--- config.mk ---
export PLATFORM = sky130hd
export DESIGN_NAME = tri_lcd_drv
export DESIGN_NICKNAME = d
export VERILOG_FILES = /design/src/rtl/tri_lcd_pkg.sv /design/src/rtl/tri_lcd_rst_sync.sv /design/src/rtl/tri_lcd_slot_seq.sv /design/src/rtl/tri_lcd_map_reg.sv /design/src/rtl/tri_lcd_lvl_gen.sv /design/src/rtl/tri_lcd_drv.sv
export SDC_FILE = /design/constraint.sdc
export NUM_CORES = 1
export LEC_CHECK = 0
export ABC_AREA = 1
export BUFFER_PORTS_ARGS = -buffer_cell sky130_fd_sc_hd__buf_2
export CORE_MARGIN = 5
export CORE_UTILIZATION = 55
export CTS_CLUSTER_SIZE = 24
export DETAILED_ROUTE_END_ITERATION = 8
export PLACE_DENSITY = 0.95
export SYNTH_ARGS = -nofsm -noshare
export SYNTH_HDL_FRONTEND = slang
export SYNTH_SLANG_ARGS = --single-unit
--- constraint.sdc ---
create_clock -name clk_i -period 6.8 [get_ports clk_i]
set_clock_uncertainty 0.2 [all_clocks]
set_input_delay 1.02 -clock clk_i [delete_from_list [all_inputs] [get_ports clk_i]]
set_output_delay 1.02 -clock clk_i [all_outputs]
set_load 0.05 [all_outputs]
--- src/rtl/tri_lcd_pkg.sv ---
package tri_lcd_pkg;
  typedef logic [1:0] lvl_t;
  localparam lvl_t LVL_GND = 2'b00;
  localparam lvl_t LVL_LO  = 2'b01;
  localparam lvl_t LVL_HI  = 2'b10;
  localparam lvl_t LVL_TOP = 2'b11;
endpackage

--- src/rtl/tri_lcd_rst_sync.sv ---
module tri_lcd_rst_sync (
  input  logic clk_i,
  input  logic rst_ni,
  output logic rst_sync_no
);
  logic [1:0] sync_q;
  logic [1:0] sync_d;

  always_comb begin
    sync_d = {sync_q[0], 1'b1};
  end

  always_ff @(posedge clk_i or negedge rst_ni) begin
    if (!rst_ni) begin
      sync_q <= 2'b00;
    end else begin
      sync_q <= sync_d;
    end
  end

  assign rst_sync_no = sync_q[1];
endmodule

--- src/rtl/tri_lcd_slot_seq.sv ---
module tri_lcd_slot_seq #(
  parameter int NUM_BP = 3,
  localparam int NUM_SLOT = 2 * NUM_BP,
  localparam int SLOT_W = $clog2(NUM_SLOT)
) (
  input  logic              clk_i,
  input  logic              rst_ni,
  input  logic              tick_i,
  output logic [SLOT_W-1:0] slot_o,
  output logic [NUM_BP-1:0] act_o,
  output logic              inv_o,
  output logic              wrap_o
);
  logic [SLOT_W-1:0] slot_q;
  logic [SLOT_W-1:0] slot_d;
  logic [SLOT_W-1:0] phase;
  logic              last;

  assign last = (slot_q == SLOT_W'(NUM_SLOT - 1));

  always_comb begin
    if (last) begin
      slot_d = '0;
    end else begin
      slot_d = slot_q + 1'b1;
    end
  end

  always_ff @(posedge clk_i or negedge rst_ni) begin
    if (!rst_ni) begin
      slot_q <= '0;
    end else if (tick_i) begin
      slot_q <= slot_d;
    end
  end

  always_comb begin
    inv_o = (slot_q >= SLOT_W'(NUM_BP));
    if (inv_o) begin
      phase = slot_q - SLOT_W'(NUM_BP);
    end else begin
      phase = slot_q;
    end
  end

  for (genvar b = 0; b < NUM_BP; b++) begin : g_act
    assign act_o[b] = (phase == SLOT_W'(b));
  end

  assign wrap_o = tick_i & last;
  assign slot_o = slot_q;
endmodule

--- src/rtl/tri_lcd_map_reg.sv ---
module tri_lcd_map_reg #(
  parameter int MAP_W = 39
) (
  input  logic             clk_i,
  input  logic             rst_ni,
  input  logic             load_i,
  input  logic [MAP_W-1:0] map_i,
  output logic [MAP_W-1:0] map_o
);
  logic [MAP_W-1:0] map_q;

  always_ff @(posedge clk_i or negedge rst_ni) begin
    if (!rst_ni) begin
      map_q <= '0;
    end else if (load_i) begin
      map_q <= map_i;
    end
  end

  assign map_o = map_q;
endmodule

--- src/rtl/tri_lcd_lvl_gen.sv ---
module tri_lcd_lvl_gen
  import tri_lcd_pkg::*;
#(
  parameter int NUM_BP  = 3,
  parameter int NUM_SEG = 13,
  localparam int MAP_W = NUM_BP * NUM_SEG
) (
  input  logic [MAP_W-1:0]     map_i,
  input  logic [NUM_BP-1:0]    act_i,
  input  logic                 inv_i,
  output logic [2*NUM_BP-1:0]  bp_lvl_o,
  output logic [2*NUM_SEG-1:0] seg_lvl_o
);
  lvl_t bp_act_lvl, bp_idle_lvl, seg_on_lvl, seg_off_lvl;

  always_comb begin
    if (inv_i) begin
      bp_act_lvl  = LVL_GND;
      bp_idle_lvl = LVL_HI;
      seg_on_lvl  = LVL_TOP;
      seg_off_lvl = LVL_LO;
    end else begin
      bp_act_lvl  = LVL_TOP;
      bp_idle_lvl = LVL_LO;
      seg_on_lvl  = LVL_GND;
      seg_off_lvl = LVL_HI;
    end
  end

  for (genvar b = 0; b < NUM_BP; b++) begin : g_bp
    assign bp_lvl_o[2*b +: 2] = act_i[b] ? bp_act_lvl : bp_idle_lvl;
  end

  for (genvar s = 0; s < NUM_SEG; s++) begin : g_seg
    logic [NUM_BP-1:0] col;
    logic              on;
    for (genvar b = 0; b < NUM_BP; b++) begin : g_col
      assign col[b] = map_i[b*NUM_SEG + s];
    end
    assign on = |(col & act_i);
    assign seg_lvl_o[2*s +: 2] = on ? seg_on_lvl : seg_off_lvl;
  end
endmodule

--- src/rtl/tri_lcd_drv.sv ---
module tri_lcd_drv #(
  parameter int NUM_BP  = 3,
  parameter int NUM_SEG = 13
) (
  input  logic                        clk_i,
  input  logic                        rst_ni,
  input  logic                        slot_tick_i,
  input  logic [NUM_BP*NUM_SEG-1:0]   seg_map_i,
  output logic [2*NUM_BP-1:0]         bp_lvl_o,
  output logic [2*NUM_SEG-1:0]        seg_lvl_o
);
  localparam int NUM_SLOT = 2 * NUM_BP;
  localparam int SLOT_W   = $clog2(NUM_SLOT);
  localparam int MAP_W    = NUM_BP * NUM_SEG;

  logic              rst_sync_n;
  logic [SLOT_W-1:0] slot_q;
  logic [NUM_BP-1:0] act;
  logic              inv;
  logic              wrap;
  logic [MAP_W-1:0]  map_q;

  tri_lcd_rst_sync u_rst (
    .clk_i       (clk_i),
    .rst_ni      (rst_ni),
    .rst_sync_no (rst_sync_n)
  );

  tri_lcd_slot_seq #(.NUM_BP(NUM_BP)) u_seq (
    .clk_i  (clk_i),
    .rst_ni (rst_sync_n),
    .tick_i (slot_tick_i),
    .slot_o (slot_q),
    .act_o  (act),
    .inv_o  (inv),
    .wrap_o (wrap)
  );

  tri_lcd_map_reg #(.MAP_W(MAP_W)) u_map (
    .clk_i  (clk_i),
    .rst_ni (rst_sync_n),
    .load_i (wrap),
    .map_i  (seg_map_i),
    .map_o  (map_q)
  );

  tri_lcd_lvl_gen #(.NUM_BP(NUM_BP), .NUM_SEG(NUM_SEG)) u_lvl (
    .map_i     (map_q),
    .act_i     (act),
    .inv_i     (inv),
    .bp_lvl_o  (bp_lvl_o),
    .seg_lvl_o (seg_lvl_o)
  );
endmodule

==> After elaboration in Yosys (flattened, before gate mapping) <==
Cells that the tools add are included.
{ "op_classes": {"n_bitwise": 14, "order_cmp": 1, "n_mux": 22, "reduce_logical": 14, "eq_ne": 3, "addsub": 2} }
{ "op_table": {"columns": ["operator", "count"], "rows": [
  ["2-bit two-way mux", 20],
  ["3-bit bitwise AND", 13],
  ["3-bit OR reduction", 13],
  ["3-bit two-way mux", 2],
  ["3-bit by 1-bit adder with 3-bit output, second input constant", 1],
  ["3-bit by 1-bit == test with 1-bit output, second input constant", 1],
  ["3-bit by 2-bit == test with 1-bit output, second input constant", 1],
  ["3-bit == test, second input constant", 1],
  ["3-bit by 2-bit greater-or-equal comparator with 1-bit output, second input constant", 1],
  ["3-bit logical NOT", 1],
  ["3-bit by 2-bit subtractor with 3-bit output, second input constant", 1],
  ["1-bit bitwise AND", 1]
]} }
{ "totals": {"inputBits": 42, "output_inout_bits": 32, "regBits": 44} }

==> Longest topological paths before layout <==
{ "depth": {"ltp_word": 6, "mapped_depth": 12} }

==> Hierarchy <==
From an unflattened synthesis, not the netlist that was laid out.
{ "hier_totals": {"cells_unflattened": 323, "hier_area_um2": 2461.1} }
{ "by_module_without_submodules": {"columns": ["mod", "n_inst", "cells_per_inst", "area_each_um2"], "rows": [
  ["tri_lcd_map_reg", 1, 165, 1466.4],
  ["tri_lcd_lvl_gen", 1, 122, 700.7],
  ["tri_lcd_slot_seq", 1, 33, 240.2],
  ["tri_lcd_rst_sync", 1, 3, 53.8]
]} }

==> Least setup slack after synthesis <==
Ideal clock, no wire load.
{ "synth_timing": {"kind": "register to output", "startpoint": "register u_seq.slot_q[0], in the netlist u_seq.slot_o[0]", "endpoint": "output port bp_lvl_o[3]", "path_buffers": 1, "t_arrival_ns": 2.544, "stages_incl_launch_ff": 11, "required_time_ns": 5.580, "path_slack_ns": 3.036, "cell_sequence": "dfrtp_1 -> ha_1 -> ha_1 -> nor2_4 -> nand2_4 -> nand2_1 -> nand2_2 -> inv_2 -> buf_4 -> nor2_1 -> o21ai_0"} }
{ "synth_via": {"elab_chain_cells": 4, "elab_cells_between_ends": 7, "cone_classes": "add/sub (1); order compare (1); eq/ne (1); mux (4)"} }
{ "synth_lines": {"columns": ["element", "line", "text"], "rows": [
  ["start: declaration", "tri_lcd_slot_seq.sv:14", "logic [SLOT_W-1:0] slot_q;"],
  ["start signal: assignment", "tri_lcd_slot_seq.sv:33", "slot_q <= slot_d;"],
  ["3-bit by 2-bit subtractor with 3-bit output or 3-bit by 2-bit greater-or-equal comparator with 1-bit output (tied branches)", "tri_lcd_slot_seq.sv:40, tri_lcd_slot_seq.sv:38", null],
  ["3-bit two-way mux", "tri_lcd_slot_seq.sv:39", "if (inv_o) begin"],
  ["3-bit by 1-bit == test with 1-bit output", "tri_lcd_slot_seq.sv:47", "assign act_o[b] = (phase == SLOT_W'(b));"],
  ["2-bit two-way mux *", "tri_lcd_lvl_gen.sv:31", "assign bp_lvl_o[2*b +: 2] = act_i[b] ? bp_act_lvl : bp_idle_lvl;"],
  ["end: declaration", "tri_lcd_drv.sv:9", "output logic [2*NUM_BP-1:0] bp_lvl_o,"]
]} }
Mark *: on every way between the ends. The rest lies on a longest branch, timed or not.

==> Worst setup path in the final report <==
{ "layout_timing": {"startpoint": "register u_seq.slot_q[0], in the netlist u_seq.slot_o[0]", "endpoint": "output port seg_lvl_o[19]"} }
{ "layout_via": {"elab_chain_cells": 6, "elab_cells_between_ends": 11, "cone_classes": "add/sub (1); order compare (1); eq/ne (2); mux (4); bitwise (1); reduce/logical (2)"} }
{ "layout_lines": {"columns": ["element", "line", "text"], "rows": [
  ["3-bit by 2-bit subtractor with 3-bit output or 3-bit by 2-bit greater-or-equal comparator with 1-bit output (tied branches)", "tri_lcd_slot_seq.sv:40, tri_lcd_slot_seq.sv:38", null],
  ["3-bit two-way mux", "tri_lcd_slot_seq.sv:39", null],
  ["3-bit by 1-bit == test with 1-bit output (tied with other cells)", "tri_lcd_slot_seq.sv:47", null],
  ["3-bit bitwise AND", "tri_lcd_lvl_gen.sv:40", "assign on = |(col & act_i);"],
  ["3-bit OR reduction", "tri_lcd_lvl_gen.sv:40", null],
  ["2-bit two-way mux *", "tri_lcd_lvl_gen.sv:41", "assign seg_lvl_o[2*s +: 2] = on ? seg_on_lvl : seg_off_lvl;"],
  ["end: declaration", "tri_lcd_drv.sv:10", "output logic [2*NUM_SEG-1:0] seg_lvl_o"]
]} }
Marked as above.

==> results.md <==
* Max transition margin at 0.3678
* Crit path DAT at 3.12 ns
* Ratio of cells with drive above 1 in the final layout at 0.4330
* Crit-path max FO at 29
* Critical R2R Launch: u_seq.slot_o[1]
* Worst setup EP type: primary output
* WHS Endpoint: u_rst.sync_q[1]
* RR Endpoint: u_map.map_o[26]
* Initial core utilization at 0.5622
* Cts hold-fix bufs at 0
* Count of pins over their slew limit at 0
* Reg2Reg Setup Slack at 4.36 ns
* Avg Inst Size Synth at 10.17 um^2
* DRT Wirelength at 5.688 mm
* N_diodes at 0
* Setup bufs post-CTS at 0
* Resize count post-CTS at 0
* Sequential fraction of the synthesis area at 0.4529
* Worst min path class: register to register
* Worst-skew pair later-pin latency at 0.29 ns
* Clock Tree Root: clkbuf_8
* RSZ-0062 raised after global routing: false
* F_max at 0.2302 GHz
* Hold Path Depth at 0
* Row count at 24
* Post-Route Setup TNS at 0 ns
* Tmin final at 4.344 ns
* Yosys cell types at 23
* Synth-to-Final Area Change at 12.61%
* GPL Wtd Cong at 0.9076
* Critical path required time at 5.58 ns
* Final hold violations at 0
* YS warnings at 0
* Initial drt markers at 244
* Synth Instances at 239
* Startpoint Class: register
* Post-Syn Nets at 285
* CTS tree: built
* Number of top-level pins at 74
* Core Region at 4324 um^2
* Die height at 76.49 um
* HP Start: u_rst.sync_q[0]
* Setup CP Type: register to primary output
* WL per Instance at 16.58 um
* Register-to-Register Path Depth at 4
* Worst Tran Pin Value at 0.9472 ns
* DR vias/cell at 5.915
* PortBufs at 73
* Finish-stage setup viols at 0
* Clock buffer depth at 2
* DP HPWL at 4.092 mm
* Number of global-route vias before repair at 1950
* First-pass GRT wire length at 9.280 mm
* Status: complete, no violations
* DRT Pass-1 Iters at 4
* Gr usage total at 0.1925
* #FFs+latches synth at 44
* Synthesized area at 2431 um^2
* Sink Count at 44
* DRC Markers at 0
* CTS Buf Count at 5
* Chip Width at 76.49 um
* Clock slew seen by the registers of the worst setup and hold paths at 0.08 ns
* Fin crit share at 0.6388
* Initial antenna violation count at 0
* Max-cap viol count at 0
* Layout Nets at 336
* Post-route ant nets at 0
* Via count at 2029
* Die ar. at 5850 um^2
* H-tree depth at 2
* Total grt overflow at 0
* Pin count of the biggest net entering global routing at 43
[metrics by stage]
| step | area (um^2) | utilization | worst slack [ns] | hold slack [ns] | cells |
|---|---|---|---|---|---|
| finish | 2738 | 0.6331 | 2.456 | 0.1658 | 343 |
| global route | 2738 | 0.6331 | 2.321 | 0.1779 | 343 |
| CTS | 2738 | 0.6331 | 2.546 | 0.1705 | 343 |
| detailed placement | 2653 | 0.6134 | 2.883 | 0.1424 | 335 |
| global placement | 2653 | 0.6134 | 3.028 | 0.1352 | 335 |
| floorplan | 2431 | - | 3.036 | 0.1312 | 239 |
[synth_stat cells]
cell type   n  area share
nand2_4     1      0.0046
o21ai_0     3      0.0062
clkinv_1    1      0.0015
conb_1      1      0.0015
xor2_1      1      0.0036
inv_2       1      0.0015
o22ai_1     2      0.0051
nand2_2     2      0.0051
nor2_4      2      0.0093
a21oi_1     2      0.0041
dfrtp_1    44        0.45
inv_1       4      0.0062
mux2_2     39        0.18
ha_1        4       0.021
nor2_1      1      0.0015
nor4_1      1      0.0026
clkbuf_1    1      0.0015
nand2_1    33       0.051
nand3_1    42       0.086
buf_6       5       0.023
buf_2       7       0.014
nand4_1    26       0.067
buf_4      16       0.049
[layer usage]
metal / share of wire / global-route usage
met1: 0.41 / 0.2492
met5: 0 / 0
met3: 0.082 / 0.05674
met2: 0.48 / 0.2997
met4: 0.029 / 0.08042
[layout by cell type (no fill, tap or decap), drive strengths merged]
cell type | netlist | routed
xor2 | 1 | 1
inv | 5 | 5
a21oi | 2 | 2
buf | 28 | 73
dfrtp | 44 | 44
o22ai | 2 | 2
clkinv | 1 | 2
nand3 | 42 | 42
conb | 1 | 1
nand4 | 26 | 26
ha | 4 | 4
nor4 | 1 | 1
mux2 | 39 | 39
nand2 | 36 | 36
o21ai | 3 | 3
nor2 | 3 | 3
clkbuf | 1 | 7
[flip-flops by register name, summed over array words and instances, names as in the netlist]
signal        count
u_map.map_o      39
u_seq.slot_o      3
u_rst.sync_q      2
[final cells by class]
class,instances,area [um^2]
flip-flops and latches,44,1102
multi-input cells,160,1097
inverters,6,22.52
clock inverters,1,8.758
clock buffers,7,76.32
well taps,52,65.06
repair buffers,73,365.4
fillers,357,1587
[critical path, stage by stage, from the launching register on]
cell     delay [ns]
dfrtp_1        0.44
ha_1           0.25
ha_1           0.23
nor2_4         0.16
nand2_4        0.20
nand2_1        0.14
nand2_2        0.32
inv_2          0.35
nand3_1        0.18
nand3_1        0.16
nand2_1        0.06
nand2_1        0.08
buf_2          0.26
[worst max path at each step]
stage / slack (ns) / from / cells after the start / to
6_report: 2.46 / u_seq.slot_o[0] / 12 / seg_lvl_o[19]
3_3_place_gp: 3.03 / u_seq.slot_o[0] / 12 / seg_lvl_o[19]
3_5_place_dp: 2.88 / u_seq.slot_o[0] / 12 / seg_lvl_o[19]
2_1_floorplan: 3.04 / u_seq.slot_o[0] / 10 / bp_lvl_o[3]
4_1_cts: 2.55 / u_seq.slot_o[0] / 12 / seg_lvl_o[19]
5_1_grt: 2.32 / u_seq.slot_o[0] / 12 / seg_lvl_o[19]
[logic make-up (layout without fill, tap and decap cells)]
logic type	after synthesis	after routing	synth area share
adder cells (fa/ha/maj)	4	4	0.02059
AND/OR/NAND/NOR	108	108	0.2275
flip-flops	44	44	0.4529
XOR/XNOR	1	1	0.003603
AO/OA/AOI/OAI	7	7	0.01544
multiplexers	39	39	0.1806
buffers and inverters	35	87	0.09778
other	1	1	0.001543
Power is not shown: default switching activity piles up to over one toggle a cycle in this logic, so the estimate is an artifact.
